===== src/rtl/pgw_pkg.sv =====
package pgw_pkg;

    localparam int VA_W     = 16;
    localparam int L1_W     = 2;
    localparam int L2_W     = 2;
    localparam int OFF_W    = 12;
    localparam int MA_W     = 12;
    localparam int ENT_W    = 16;
    localparam int FRAME_W  = 8;
    localparam int PA_W     = FRAME_W + OFF_W;
    localparam int HUGE_W   = L2_W + OFF_W;
    localparam int PRES_BIT = ENT_W - 1;
    localparam int HUGE_BIT = ENT_W - 2;

    typedef enum logic [1:0] {
        W_IDLE  = 2'd0,
        W_RD_L1 = 2'd1,
        W_RD_L2 = 2'd2
    } walk_state_e;

    typedef struct packed {
        logic [L1_W-1:0]  l1;
        logic [L2_W-1:0]  l2;
        logic [OFF_W-1:0] off;
    } va_t;

    typedef struct packed {
        logic            present;
        logic            huge;
        logic [MA_W-1:0] field;
    } ent_t;

    function automatic ent_t decode_entry(input logic [ENT_W-1:0] raw);
        ent_t e;
        e.present = raw[PRES_BIT];
        e.huge    = raw[HUGE_BIT];
        e.field   = raw[MA_W-1:0];
        return e;
    endfunction

endpackage


===== src/rtl/pgw_entry_dec.sv =====
module pgw_entry_dec
    import pgw_pkg::*;
(
    input  logic [ENT_W-1:0] raw,
    output ent_t             ent
);
    always_comb ent = decode_entry(raw);
endmodule


===== src/rtl/pgw_idx_addr.sv =====
module pgw_idx_addr
    import pgw_pkg::*;
#(
    parameter int IDX_W = 2
) (
    input  logic [MA_W-1:0]  base,
    input  logic [IDX_W-1:0] idx,
    output logic [MA_W-1:0]  addr
);
    localparam int PAD_W = MA_W - IDX_W;
    always_comb addr = base + {{PAD_W{1'b0}}, idx};
endmodule


===== src/rtl/pgw_pa_build.sv =====
module pgw_pa_build
    import pgw_pkg::*;
(
    input  va_t             vaddr,
    input  ent_t            ent,
    output logic [PA_W-1:0] pa_page,
    output logic [PA_W-1:0] pa_huge
);
    localparam int HFR_W = PA_W - HUGE_W;
    logic [FRAME_W-1:0] frame;
    always_comb begin
        frame   = ent.field[FRAME_W-1:0];
        pa_page = {frame, vaddr.off};
        pa_huge = {frame[FRAME_W-1 -: HFR_W], vaddr.l2, vaddr.off};
    end
endmodule


===== src/rtl/pgw_walker.sv =====
module pgw_walker
    import pgw_pkg::*;
(
    input  logic             clk,
    input  logic             rst,
    input  logic             start,
    input  logic [VA_W-1:0]  va,
    input  logic [MA_W-1:0]  root_base,
    output logic             mem_req,
    output logic [MA_W-1:0]  mem_addr,
    input  logic             mem_rvalid,
    input  logic [ENT_W-1:0] mem_rdata,
    output logic             done,
    output logic             fault,
    output logic [PA_W-1:0]  pa
);
    walk_state_e     state;
    va_t             va_q;
    va_t             va_in;
    ent_t            ent;
    logic [MA_W-1:0] l1_addr;
    logic [MA_W-1:0] l2_addr;
    logic [PA_W-1:0] pa_page;
    logic [PA_W-1:0] pa_huge;
    logic            rsp_ok;
    logic            busy;

    assign va_in  = va_t'(va);
    assign rsp_ok = mem_rvalid && !mem_req;
    assign busy   = (state != W_IDLE);

    pgw_entry_dec u_dec (
        .raw (mem_rdata),
        .ent (ent)
    );

    pgw_idx_addr #(.IDX_W(L1_W)) u_l1_addr (
        .base (root_base),
        .idx  (va_in.l1),
        .addr (l1_addr)
    );

    pgw_idx_addr #(.IDX_W(L2_W)) u_l2_addr (
        .base (ent.field),
        .idx  (va_q.l2),
        .addr (l2_addr)
    );

    pgw_pa_build u_pa (
        .vaddr   (va_q),
        .ent     (ent),
        .pa_page (pa_page),
        .pa_huge (pa_huge)
    );

    always_ff @(posedge clk) begin
        if (rst) begin
            state    <= W_IDLE;
            va_q     <= '0;
            mem_req  <= 1'b0;
            mem_addr <= '0;
            done     <= 1'b0;
            fault    <= 1'b0;
            pa       <= '0;
        end else begin
            mem_req <= 1'b0;
            done    <= 1'b0;
            fault   <= 1'b0;
            unique case (state)
                W_IDLE: begin
                    if (start) begin
                        va_q     <= va_in;
                        mem_addr <= l1_addr;
                        mem_req  <= 1'b1;
                        state    <= W_RD_L1;
                    end
                end
                W_RD_L1: begin
                    if (rsp_ok) begin
                        if (!ent.present) begin
                            done  <= 1'b1;
                            fault <= 1'b1;
                            pa    <= '0;
                            state <= W_IDLE;
                        end else if (ent.huge) begin
                            done  <= 1'b1;
                            pa    <= pa_huge;
                            state <= W_IDLE;
                        end else begin
                            mem_addr <= l2_addr;
                            mem_req  <= 1'b1;
                            state    <= W_RD_L2;
                        end
                    end
                end
                W_RD_L2: begin
                    if (rsp_ok) begin
                        done  <= 1'b1;
                        fault <= !ent.present;
                        pa    <= ent.present ? pa_page : '0;
                        state <= W_IDLE;
                    end
                end
                default: state <= W_IDLE;
            endcase
        end
    end
endmodule


===== config.mk =====
export PLATFORM = sky130hd
export DESIGN_NAME = pgw_walker
export DESIGN_NICKNAME = d
export VERILOG_FILES = /design/src/rtl/pgw_pkg.sv /design/src/rtl/pgw_entry_dec.sv /design/src/rtl/pgw_idx_addr.sv /design/src/rtl/pgw_pa_build.sv /design/src/rtl/pgw_walker.sv
export SDC_FILE = /design/constraint.sdc
export NUM_CORES = 1
export LEC_CHECK = 0
export CAP_MARGIN = 10
export CORE_AREA = 2 2 69 71
export DETAILED_ROUTE_END_ITERATION = 10
export DIE_AREA = 0 0 71 73
export DONT_BUFFER_PORTS = 1
export HOLD_SLACK_MARGIN = 0.02
export PLACE_DENSITY = 0.74
export SYNTH_ARGS = -nofsm -noshare
export SYNTH_HDL_FRONTEND = slang
export SYNTH_SLANG_ARGS = --single-unit

===== constraint.sdc =====
create_clock -name clk -period 5.9 [get_ports clk]
set_clock_uncertainty 0.15 [all_clocks]
set_input_delay 1.18 -clock clk [delete_from_list [all_inputs] [get_ports clk]]
set_output_delay 1.18 -clock clk [all_outputs]
set_load 0.05 [all_outputs]

Yosys cells after proc, flatten, opt, wreduce, memory -nomap -nowiden
Cells that the tools add are included.
{"block": "classes", "addsub": 2, "n_reduce_logical": 10, "mux": 31, "eq_ne": 8}
{"cell": "$mux 20", "count": 5}
{"cell": "$mux 12", "count": 4}
{"cell": "$pmux 20 s2", "count": 1}
{"cell": "$add 12x2->12", "count": 2}
{"cell": "$pmux 12 s2", "count": 1}
{"cell": "$mux 1", "count": 11}
{"cell": "$mux 2", "count": 5}
{"cell": "$ne 2x2->1 const B", "count": 5}
{"cell": "$pmux 1 s2", "count": 3}
{"cell": "$pmux 2 s3", "count": 1}
{"cell": "$reduce_and 5->1", "count": 1}
{"cell": "$reduce_and 4->1", "count": 1}
{"cell": "$reduce_bool 2->1", "count": 2}
{"cell": "$ne 3x3->1 const B", "count": 1}
{"cell": "$reduce_and 3->1", "count": 1}
{"cell": "$eq 2x1->1 const B", "count": 1}
{"cell": "$eq 2x2->1 const B", "count": 1}
{"cell": "$logic_not 1->1", "count": 2}
{"cell": "$logic_not 2->1", "count": 1}
{"cell": "$reduce_and 2->1", "count": 1}
{"cell": "$logic_and 1x1->1", "count": 1}
{"block": "word_totals", "in_bits": 48, "output_inout_bits": 35, "register_bits": 51, "elab_cells": 59}

Depth between registers and ports, before layout
Gate-level depths: netlist (run 1).
{"block": "logic_depth", "depth_word": 5, "ltp_mapped": 8, "depth_no_buf": 8}

Modules after synthesis
A second synthesis (run 1) with hierarchy kept.
{"block": "unflattened", "cells_unflattened": 391, "area_unflattened_um2": 3398.3}
{"module": "pgw_walker", "instances": 1, "area_each_um2": 2419.8, "seq_area_each_um2": 1061.0, "cells_per_inst": 273}
{"module": "pgw_idx_addr", "instances": 2, "area_each_um2": 286.5, "seq_area_each_um2": 0.0, "cells_per_inst": 32}
{"module": "pgw_pa_build", "instances": 1, "area_each_um2": 300.3, "seq_area_each_um2": 0.0, "cells_per_inst": 40}
{"module": "pgw_entry_dec", "instances": 1, "area_each_um2": 105.1, "seq_area_each_um2": 0.0, "cells_per_inst": 14}

Worst setup path before layout (run 1)
OpenSTA, ideal clock, no wires.
{"block": "synth_timing", "path_kind": "in2reg", "start": "input mem_rdata[0]", "end": "register mem_addr[10]", "arrival_ps": 2630, "required_ps": 5666, "setup_time_ps": 84, "path_stages": 8, "path_buffers": 0, "path_slack_ps": 3035, "cell_sequence": "ha_1 -> inv_1 -> fa_1 -> nand3b_2 -> nor3_2 -> xnor2_1 -> and2_1 -> o31ai_2"}
{"block": "synth_between", "elab_chain_len": 5}
{"item": "start: declaration", "line_no": "pgw_walker.sv:12", "text": "input logic [ENT_W-1:0] mem_rdata,"}
{"item": "$add 12x2->12", "line_no": "pgw_idx_addr.sv:11", "text": "always_comb addr = base + {{PAD_W{1'b0}}, idx};"}
{"item": "$mux 12", "line_no": "pgw_walker.sv:85", "text": "end else if (ent.huge) begin"}
{"item": "$mux 12", "line_no": "pgw_walker.sv:80", "text": "if (!ent.present) begin"}
{"item": "$mux 12", "line_no": "pgw_walker.sv:79", "text": "if (rsp_ok) begin"}
{"item": "$pmux 12 s2", "line_no": "pgw_walker.sv:69", "text": "unique case (state)"}
{"item": "end signal: assignment", "line_no": "pgw_walker.sv:73", "text": "mem_addr <= l1_addr;"}
{"item": "end signal: assignment", "line_no": "pgw_walker.sv:90", "text": "mem_addr <= l2_addr;"}
{"item": "end: declaration", "line_no": "pgw_walker.sv:10", "text": "output logic [MA_W-1:0] mem_addr,"}
Every way passes these cells. The select of a mux whose other input is x is not followed.
A chain may end at the register's enable or synchronous reset.

Worst setup path after layout (run 1)
Same ends and word-level chain as after synthesis.

==> run_results.csv, run 1 <==
group,metric,value,unit
route,vias_per_cell,5.61,
synth,ys_seq_elements,51,
timing,rsz0062_at_grt,"no",
clock_network,htreeDepth,2,
timing,finalMaxSlewViolations,0,
synth,synthArstFlopShare,0,%
min_path,min_from,"va_q[8]$_SDFFE_PP0N_",
critical_path,reg2regPathDepth,6,
pwr,swShare,32.9,%
synth,synthCells,314,
floorplanning,fp.dieW,71,µm
status,status,"complete, no violations",
pwr,pwr-share-seq,57.9,%
critical_path,crit_type,"primary input to flop",
critical_path,crit_fanout,4,
synth,synth_fa_ha_area_share,4.97,%
synth,synth_top_family_by_area,"simple AND/OR/NAND/NOR gates",
cells_and_area,final_common_cell,"nand2_1",
critical_path,crit_family,"simple AND/OR/NAND/NOR gates",
global_route,grt_util_all_layers,21.9,%
floorplanning,placementRows,25,
critical_path,crit_path_end_kind,"flop",
clock_network,cts_sinks,51,
pwr,irDropWorstVdd,0.153,mV
critical_path,slowest_stage,"fa_1",
critical_path,timing.rr.end,"pa[13]$_SDFFE_PP0P_",
cells_and_area,multiInputGateArea,1430,µm²
route,post-route-drc-count,0,
timing,max_freq,369,MHz
clock_network,ctsRootBufferMaster,"clkbuf_8",
floorplanning,dieArea,5180,µm²
route,wl,5.53,mm
placement,finalWeightedCongestion,0.868,
route,ant_nets,0,
route,drt_first_pass_iters,4,
clock_network,hold_buffers,0,
floorplanning,core,4540,µm²
global_route,globalRouteOverflowTotal,0,
global_route,grt_pass1_vias,1900,
synth,yosys_warnings,0,
cells_and_area,drive_gt1_share,7.21,%
job,drv_cap,0,
critical_path,r2r_setup_slack,3.34,ns
clock_network,cts_resized,0,
cells_and_area,ff_latch_area,1020,µm²
timing,finalHoldViolCount,0,
min_path,holdPathEnd,"va_q[8]$_SDFFE_PP0N_",
critical_path,critPathLaunchType,"primary input",
synth,synthXorXnorAreaFrac,6.83,%
clock_network,clock_latency,0.30,ns
clock_network,cts_tree,"done",
synth,syn_nets,371,
global_route,grt_max_degree,53,
pwr,p_int,0.495,mW
route,vias,2014,
placement,io_buffers,0,
synth,synthMuxAreaShare,3.56,%
pwr,power.leakage,0.955,nW
placement,dpl.hpwl,4.01,mm
pwr,power_frac_clock,28.0,%
critical_path,cp.arrival,2.78,ns
critical_path,crit_chain,"ha_1 -> inv_1 -> fa_1 -> nand3b_2 -> nor3_2 -> xnor2_1 -> and2_1 -> o31ai_2",
synth,seq_area_frac_synth,39.8,%
clock_network,numCtsBuffers,5,
synth,ys.flop_type,"dfxtp_1",
floorplanning,top_level_ports,83,
cells_and_area,syn2layout_area_growth,3.75,%
pwr,p_sw,0.243,mW
synth,synth-simple-area-share,27.5,%
synth,ys_types,43,
timing,fin_crit,2.71,ns
route,drt-wirelength-per-cell,15.4,µm
route,initialDrtViolationCount,155,
critical_path,slowest_delay,0.39,ns
cells_and_area,antenna_cells,0,
min_path,hold_path_class,"flop to flop",
timing,worstMarginPinSlew,0.812,ns
timing,fin_setup_tns,0,ns
cells_and_area,postLayoutCellArea,2660,µm²
min_path,holdPathStages,2,
clock_network,cts_max_path_buffers,2,
cells_and_area,fillers,430,
floorplanning,die_y,73,µm
critical_path,crit_required,5.97,ns
timing,maxSlewHeadroom,45.9,%
pwr,cellPowerDensity,277,nW/µm²
cells_and_area,fin_nets,361,
synth,synth_area_per_cell,8.17,µm²
clock_network,clk_pin_slew,0.09,ns
pwr,power_frac_comb,14.1,%
global_route,grt_first_pass_wirelength,8.98,mm
timing,setup_violations,0,
critical_path,cp.buffers_inverters,1,
critical_path,r2r_start,"state[1]$_SDFFE_PP0P_",
synth,synthesis.area,2570,µm²
global_route,antenna_found_initial,0,
timing,fin_crit_sh,46.0,%
synth,synth-compound-area-share,12.8,%
floorplanning,initial_core_util,56.6,%
synth,synth_edf_count,0,
placement,dpl_cell_area,2570,µm²
cells_and_area,mostFrequentLayoutCells,"63 x nand2_1, 51 x dfxtp_1, 42 x a21oi_1",
clock_network,cts_setup_buffers,0,
[logic make-up after synthesis]
group                    count (synthesis)
XOR/XNOR                                20
flip-flops                              51
buffers and inverters                   28
adder cells (fa/ha/maj)                  9
AO/OA/AOI/OAI                           59
multiplexers                             9
AND/OR/NAND/NOR                        138
[registers in the layout, summed over array words and instances (netlist names)]
signal / count
fault: 1
mem_addr: 12
done: 1
state: 2
va_q: 14
pa: 20
mem_req: 1
[layer usage]
| metal | wire [µm] | vias to the layer above | track usage [%] |
|---|---|---|---|
| li1 | - | 1039 | - |
| met1 | 2430 | 915 | 28.2 |
| met2 | 2680 | 56 | 35.6 |
| met3 | 378 | 4 | 6.49 |
| met4 | 38 | 0 | 6.50 |
| met5 | 0 | - | 0 |
[synth_stat cells (2+ instances only)]
cell type  instances  share of area, %
xnor2_1            6               2.0
buf_2              6               1.2
xor2_1            14               4.8
nor2b_1            2              0.49
clkbuf_1          10               1.5
fa_1               2               1.6
mux2i_1            8               3.1
o21ai_1            4              0.78
inv_1             10               1.5
o21ai_0            4              0.78
and2_1             3              0.73
dfxtp_1           51                40
nand2_1           63               9.2
nand3_1           23               4.5
o31ai_2            2              0.97
ha_1               7               3.4
o211ai_1           2              0.58
a21oi_1           42               8.2
nor4b_2            2               1.2
nand3b_1          10               2.9
nor3_1             5              0.97
nand2b_1           4              0.97
nor2_1            13               1.9
nor4_1             2              0.49
[worst reg2reg max path, cell delays in order, from the launching register on]
cell	delay [ns]
dfxtp_1	0.32
inv_1	0.09
ha_1	0.69
and3b_2	0.36
or3_1	0.60
nand2_1	0.15
a21oi_1	0.14
[area by class of cell]
cell class / count / share of cell area [%]
Multi-Input combinational cell: 235 / 53.9
Sequential cell: 51 / 38.3
Clock buffer: 5 / 2.58
Tap cell: 54 / 2.54
Inverter: 10 / 1.41
Clock inverter: 3 / 0.987
Timing Repair Buffer: 1 / 0.282
[stage by stage]
stage	utilization [%]	cells	worst slack [ns]	hold slack, ns	power (mW)
global route	58.7	359	3.02	0.328	0.776
detailed placement	56.6	351	2.86	0.291	0.540
global placement	56.6	351	2.95	0.287	0.537
floorplan	-	314	3.04	0.287	0.526
finish	58.7	359	3.19	0.304	0.738
CTS	58.7	359	3.18	0.304	0.748
[power groups by stage]
stage	Sequential [mW]	Clock (mW)	Combinational, mW
after detailed placement	0.436	0	0.104
after global routing	0.430	0.227	0.118
after floorplan	0.432	0	0.0942
final	0.427	0.207	0.104
after CTS	0.428	0.216	0.104
after global placement	0.435	0	0.102
[how the worst max path moves through the flow]
| stage | start | to | slack [ns] | depth (start not counted) |
|---|---|---|---|---|
| floorplan | mem_rdata[0] | mem_addr[10]$_SDFFE_PP0P_ | 3.04 | 8 |
| global placement | mem_rdata[0] | mem_addr[10]$_SDFFE_PP0P_ | 2.95 | 8 |
| detailed placement | mem_rdata[0] | mem_addr[10]$_SDFFE_PP0P_ | 2.86 | 8 |
| CTS | mem_rdata[0] | mem_addr[10]$_SDFFE_PP0P_ | 3.18 | 8 |
| global route | mem_rdata[0] | mem_addr[10]$_SDFFE_PP0P_ | 3.02 | 8 |
| finish | mem_rdata[0] | mem_addr[10]$_SDFFE_PP0P_ | 3.19 | 8 |
(Power assumes the default switching activity.)
==> run 2, diff against run 1 <==
- CORE_AREA: 2 2 69 71 -> 2 2 71 73
- DIE_AREA: 0 0 71 73 -> 0 0 73 75
- PLACE_DENSITY: 0.74 -> 0.73
- clock period: 5.9 -> 2.35 ns (I/O delays scaled with it)
==> run_results.csv, run 2 (synthesis results as in run 1) <==
group,metric,value,unit
route,ant_nets,0,
clock_network,clk_pin_slew,0.09,ns
pwr,swShare,30.6,%
global_route,globalRouteOverflowTotal,0,
critical_path,critPathLaunchType,"flop",
global_route,antenna_found_initial,0,
critical_path,crit_required,2.43,ns
timing,max_freq,467,MHz
clock_network,cts_setup_buffers,0,
floorplanning,core,4660,µm²
clock_network,hold_buffers,0,
global_route,grt_max_degree,53,
cells_and_area,largest_reg_flops,20,
floorplanning,fp.dieW,73,µm
cells_and_area,fin_nets,365,
floorplanning,dieArea,5480,µm²
timing,finalHoldViolCount,0,
pwr,p_sw,0.591,mW
clock_network,ctsRootBufferMaster,"clkbuf_8",
placement,finalWeightedCongestion,0.862,
clock_network,cts_tree,"done",
critical_path,crit_path_end_kind,"flop",
timing,fin_setup_tns,0,ns
route,wl,5.51,mm
floorplanning,die_y,75,µm
status,status,"complete, no violations",
pwr,power_frac_comb,14.2,%
placement,dpl_cell_area,2600,µm²
cells_and_area,final_common_cell,"nand2_1",
global_route,grt_pass1_vias,1844,
floorplanning,top_level_ports,83,
route,vias_per_cell,5.65,
route,drt_first_pass_iters,5,
clock_network,cts_resized,0,
pwr,power_frac_clock,30.5,%
route,vias,2045,
cells_and_area,regMostFlops,"pa",
cells_and_area,largestRegisters,"pa x20, va_q x14, mem_addr x12",
cells_and_area,drive_gt1_share,8.12,%
floorplanning,placementRows,25,
pwr,pwr-share-seq,55.3,%
placement,io_buffers,0,
cells_and_area,antenna_cells,0,
critical_path,cp.arrival,2.23,ns
timing,rsz0062_at_grt,"no",
timing,finalMaxSlewViolations,0,
route,post-route-drc-count,0,
timing,fin_crit,2.14,ns
clock_network,clock_latency,0.30,ns
pwr,power.leakage,0.977,nW
cells_and_area,syn2layout_area_growth,5.36,%
pwr,p_int,1.34,mW
pwr,cellPowerDensity,715,nW/µm²
placement,dpl.hpwl,4.02,mm
floorplanning,initial_core_util,55.1,%
global_route,grt_first_pass_wirelength,8.74,mm
min_path,hold_path_class,"primary input to flop",
timing,worstMarginPinSlew,0.707,ns
critical_path,crit_type,"flop to flop",
route,initialDrtViolationCount,98,
timing,fin_crit_sh,91.2,%
clock_network,cts_sinks,51,
job,drv_cap,0,
clock_network,htreeDepth,2,
cells_and_area,postLayoutCellArea,2700,µm²
timing,setup_violations,0,
global_route,grt_util_all_layers,20.6,%
clock_network,numCtsBuffers,5,
route,drt-wirelength-per-cell,15.2,µm
timing,maxSlewHeadroom,52.9,%
cells_and_area,fillers,444,
clock_network,cts_max_path_buffers,2,
critical_path,crit_fanout,4,
pwr,irDropWorstVdd,0.377,mV
cells_and_area,mostFrequentLayoutCells,"63 x nand2_1, 51 x dfxtp_1, 42 x a21oi_1",
-- run 2: metal layers --
layer / up-vias / track usage (%) / share of wire, %
met5: - / 0 / 0
met2: 59 / 32.0 / 47
met1: 930 / 27.5 / 45
met3: 7 / 6.69 / 7.1
met4: 0 / 5.76 / 1.0
li1: 1049 / - / -
-- run 2: worst paths after layout --
kind,start,to,slack (ns),cells past startpoint
worst max-delay path,va_q[12]$_SDFFE_PP0N_,mem_addr[8]$_SDFFE_PP0P_,0.21,8
worst min-delay path,rst,mem_addr[2]$_SDFFE_PP0P_,0.09,1
worst max register to register,va_q[12]$_SDFFE_PP0N_,mem_addr[8]$_SDFFE_PP0P_,0.21,8
worst min register to register,va_q[11]$_SDFFE_PP0N_,va_q[11]$_SDFFE_PP0N_,0.30,2
-- run 2: final cells by class --
| class | count | area (µm²) | area share [%] |
|---|---|---|---|
| well taps | 54 | 67.6 | 2.50 |
| clock buffers | 5 | 68.8 | 2.55 |
| clock inverters | 2 | 37.5 | 1.39 |
| multi-input cells | 235 | 1430 | 53.0 |
| inverters | 10 | 37.5 | 1.39 |
| flip-flops and latches | 51 | 1020 | 37.8 |
| repair buffers | 5 | 37.5 | 1.39 |
-- run 2: critical path, stage by stage (launching register included) --
cell	delay [ns]
dfxtp_1	0.35
ha_1	0.19
inv_1	0.06
fa_1	0.38
nand3b_2	0.28
nor2_1	0.16
xnor2_1	0.10
a211o_1	0.30
o21ai_1	0.11
-- run 2: stage by stage --
step | setup slack, ns | total power, mW | cells | util [%] | hold slack, ns
2_1_floorplan | 0.195 | 1.32 | 314 | - | 0.287
3_3_place_gp | 0.129 | 1.36 | 355 | 55.7 | 0.287
3_5_place_dp | 0.100 | 1.36 | 355 | 55.7 | 0.291
4_1_cts | 0.198 | 1.95 | 362 | 58.0 | 0.0680
5_1_grt | 0.0527 | 2.03 | 362 | 58.0 | 0.0610
6_report | 0.207 | 1.93 | 362 | 58.0 | 0.0867
-- run 2: power groups by stage --
| stage | combinational [mW] | sequential, mW | clock (mW) |
|---|---|---|---|
| 6_report | 0.274 | 1.07 | 0.589 |
| 5_1_grt | 0.308 | 1.08 | 0.641 |
| 3_5_place_dp | 0.274 | 1.09 | 0 |
| 2_1_floorplan | 0.236 | 1.08 | 0 |
| 4_1_cts | 0.275 | 1.07 | 0.609 |
| 3_3_place_gp | 0.269 | 1.09 | 0 |
==> run 3, diff against run 2 <==
- CORE_AREA: 2 2 71 73 -> 2 2 72 74
- DIE_AREA: 0 0 73 75 -> 0 0 74 76
- PLACE_DENSITY: 0.73 -> 0.71
==> run_results.csv, run 3 (synthesis results as in run 1) <==
group,metric,value,unit
route,vias,2081,
critical_path,r2r_setup_slack,0.22,ns
cells_and_area,fin_nets,364,
min_path,min_from,"mem_rdata[15]",
min_path,holdPathEnd,"fault$_SDFF_PP0_",
clock_network,numCtsBuffers,5,
critical_path,crit_path_end_kind,"flop",
route,ant_nets,0,
floorplanning,placementRows,26,
timing,worstMarginPinSlew,0.701,ns
critical_path,reg2regPathDepth,8,
floorplanning,top_level_ports,83,
floorplanning,fp.dieW,74,µm
clock_network,hold_buffers,0,
global_route,globalRouteOverflowTotal,0,
min_path,hold_path_class,"primary input to flop",
min_path,holdPathStages,1,
status,status,"complete, no violations",
global_route,antenna_found_initial,0,
timing,max_freq,469,MHz
placement,finalWeightedCongestion,0.917,
critical_path,crit_family,"simple AND/OR/NAND/NOR gates",
critical_path,timing.rr.end,"mem_addr[10]$_SDFFE_PP0P_",
timing,fin_setup_tns,0,ns
clock_network,cts_resized,0,
cells_and_area,final_core_util,55.9,%
critical_path,cp.arrival,2.21,ns
floorplanning,die_y,76,µm
critical_path,crit_type,"flop to flop",
cells_and_area,largest_reg_flops,20,
cells_and_area,ff_latch_area,1020,µm²
critical_path,critPathLaunchType,"flop",
cells_and_area,multiInputGateArea,1430,µm²
critical_path,crit_required,2.43,ns
cells_and_area,drive_gt1_share,8.12,%
timing,rsz0062_at_grt,"no",
cells_and_area,antenna_cells,0,
cells_and_area,final_common_cell,"nand2_1",
clock_network,clk_pin_slew,0.10,ns
critical_path,crit_chain,"ha_1 -> inv_1 -> fa_1 -> nand3b_2 -> nor3_2 -> xnor2_1 -> and2_1 -> o31ai_2",
route,initialDrtViolationCount,128,
floorplanning,initial_core_util,52.2,%
global_route,grt_max_degree,53,
cells_and_area,fillers,453,
clock_network,htreeDepth,2,
floorplanning,dieArea,5620,µm²
timing,fin_crit_sh,90.7,%
route,vias_per_cell,5.51,
route,wl,5.59,mm
clock_network,cts_max_path_buffers,2,
pwr,irDropWorstVdd,0.487,mV
timing,finalMaxSlewViolations,0,
cells_and_area,syn2layout_area_growth,6.92,%
critical_path,slowest_stage,"fa_1",
cells_and_area,mostFrequentLayoutCells,"63 x nand2_1, 51 x dfxtp_1, 42 x a21oi_1",
floorplanning,core,4910,µm²
critical_path,cp.buffers_inverters,1,
pwr,cellPowerDensity,726,nW/µm²
job,drv_cap,0,
clock_network,ctsRootBufferMaster,"clkbuf_8",
placement,io_buffers,0,
cells_and_area,largestRegisters,"pa x20, va_q x14, mem_addr x12",
timing,fin_crit,2.13,ns
clock_network,cts_tree,"done",
route,drt_first_pass_iters,5,
timing,maxSlewHeadroom,53.3,%
route,drt-wirelength-per-cell,14.8,µm
global_route,grt_pass1_vias,1937,
timing,finalHoldViolCount,0,
pwr,power.leakage,0.986,nW
timing,setup_violations,0,
placement,dpl.hpwl,4.08,mm
global_route,grt_util_all_layers,21.2,%
clock_network,cts_sinks,51,
critical_path,crit_fanout,4,
cells_and_area,regMostFlops,"pa",
clock_network,cts_setup_buffers,0,
critical_path,r2r_start,"va_q[12]$_SDFFE_PP0N_",
clock_network,clock_latency,0.31,ns
critical_path,slowest_delay,0.38,ns
route,post-route-drc-count,0,
global_route,grt_first_pass_wirelength,9.36,mm
==> run 3: cell types whose count changed in the layout (fill, tap and decap cells not counted), sizes merged <==
cell | previous run | this run
inv | 10 | 11
clkbuf | 5 | 6
buf | 5 | 4
clkinvlp | 1 | 0
==> run 3: worst register-to-register path, delay by kind of cell (launching register included) <==
kind	cells	cell delay [ns]
compound gates	1	0.21
xor+xnor	1	0.07
fa+ha+maj	2	0.57
buf+inv	1	0.06
flops	1	0.36
simple gates	3	0.62
==> run 3: per-stage QoR <==
stage / cells / cell area, µm² / setup slack [ns] / power, mW / hold slack [ns]
after global placement: 370 / 2620 / 0.121 / 1.36 / 0.287
after CTS: 378 / 2740 / 0.198 / 2.01 / 0.0640
after global routing: 378 / 2740 / 0.0470 / 2.09 / 0.0492
final: 378 / 2740 / 0.219 / 1.99 / 0.0722
after floorplan: 314 / 2570 / 0.195 / 1.32 / 0.287
after detailed placement: 370 / 2620 / 0.115 / 1.36 / 0.292
==> run 3: worst max path at each step <==
stage / from / end / slack (ns) / cells after the start
after global routing: va_q[12]$_SDFFE_PP0N_ / mem_addr[8]$_SDFFE_PP0P_ / 0.05 / 8
final: va_q[12]$_SDFFE_PP0N_ / mem_addr[10]$_SDFFE_PP0P_ / 0.22 / 8
after detailed placement: mem_rdata[0] / mem_addr[10]$_SDFFE_PP0P_ / 0.11 / 8
after global placement: mem_rdata[0] / mem_addr[10]$_SDFFE_PP0P_ / 0.12 / 8
after CTS: va_q[12]$_SDFFE_PP0N_ / mem_addr[10]$_SDFFE_PP0P_ / 0.20 / 8
after floorplan: mem_rdata[0] / mem_addr[10]$_SDFFE_PP0P_ / 0.20 / 8
==> run 3: report_power, final <==
| part | internal [mW] | leakage (nW) | switching [mW] |
|---|---|---|---|
| sequential | 0.918 | 0.416 | 0.151 |
| clock | 0.350 | 0.0618 | 0.299 |
| combinational | 0.113 | 0.509 | 0.161 |
==> run 3: cell type report <==
class	count	area share, %
well taps	70	3.19
clock inverters	2	1.41
flip-flops and latches	51	37.2
inverters	10	1.37
multi-input cells	235	52.3
clock buffers	6	3.01
repair buffers	4	1.55
==> run 3: routing by layer <==
layer  GRT usage (%)  wire (µm)
met1            27.8       2380
met2            31.6       2630
met3            7.67        450
met4            7.82        125
met5               0          0
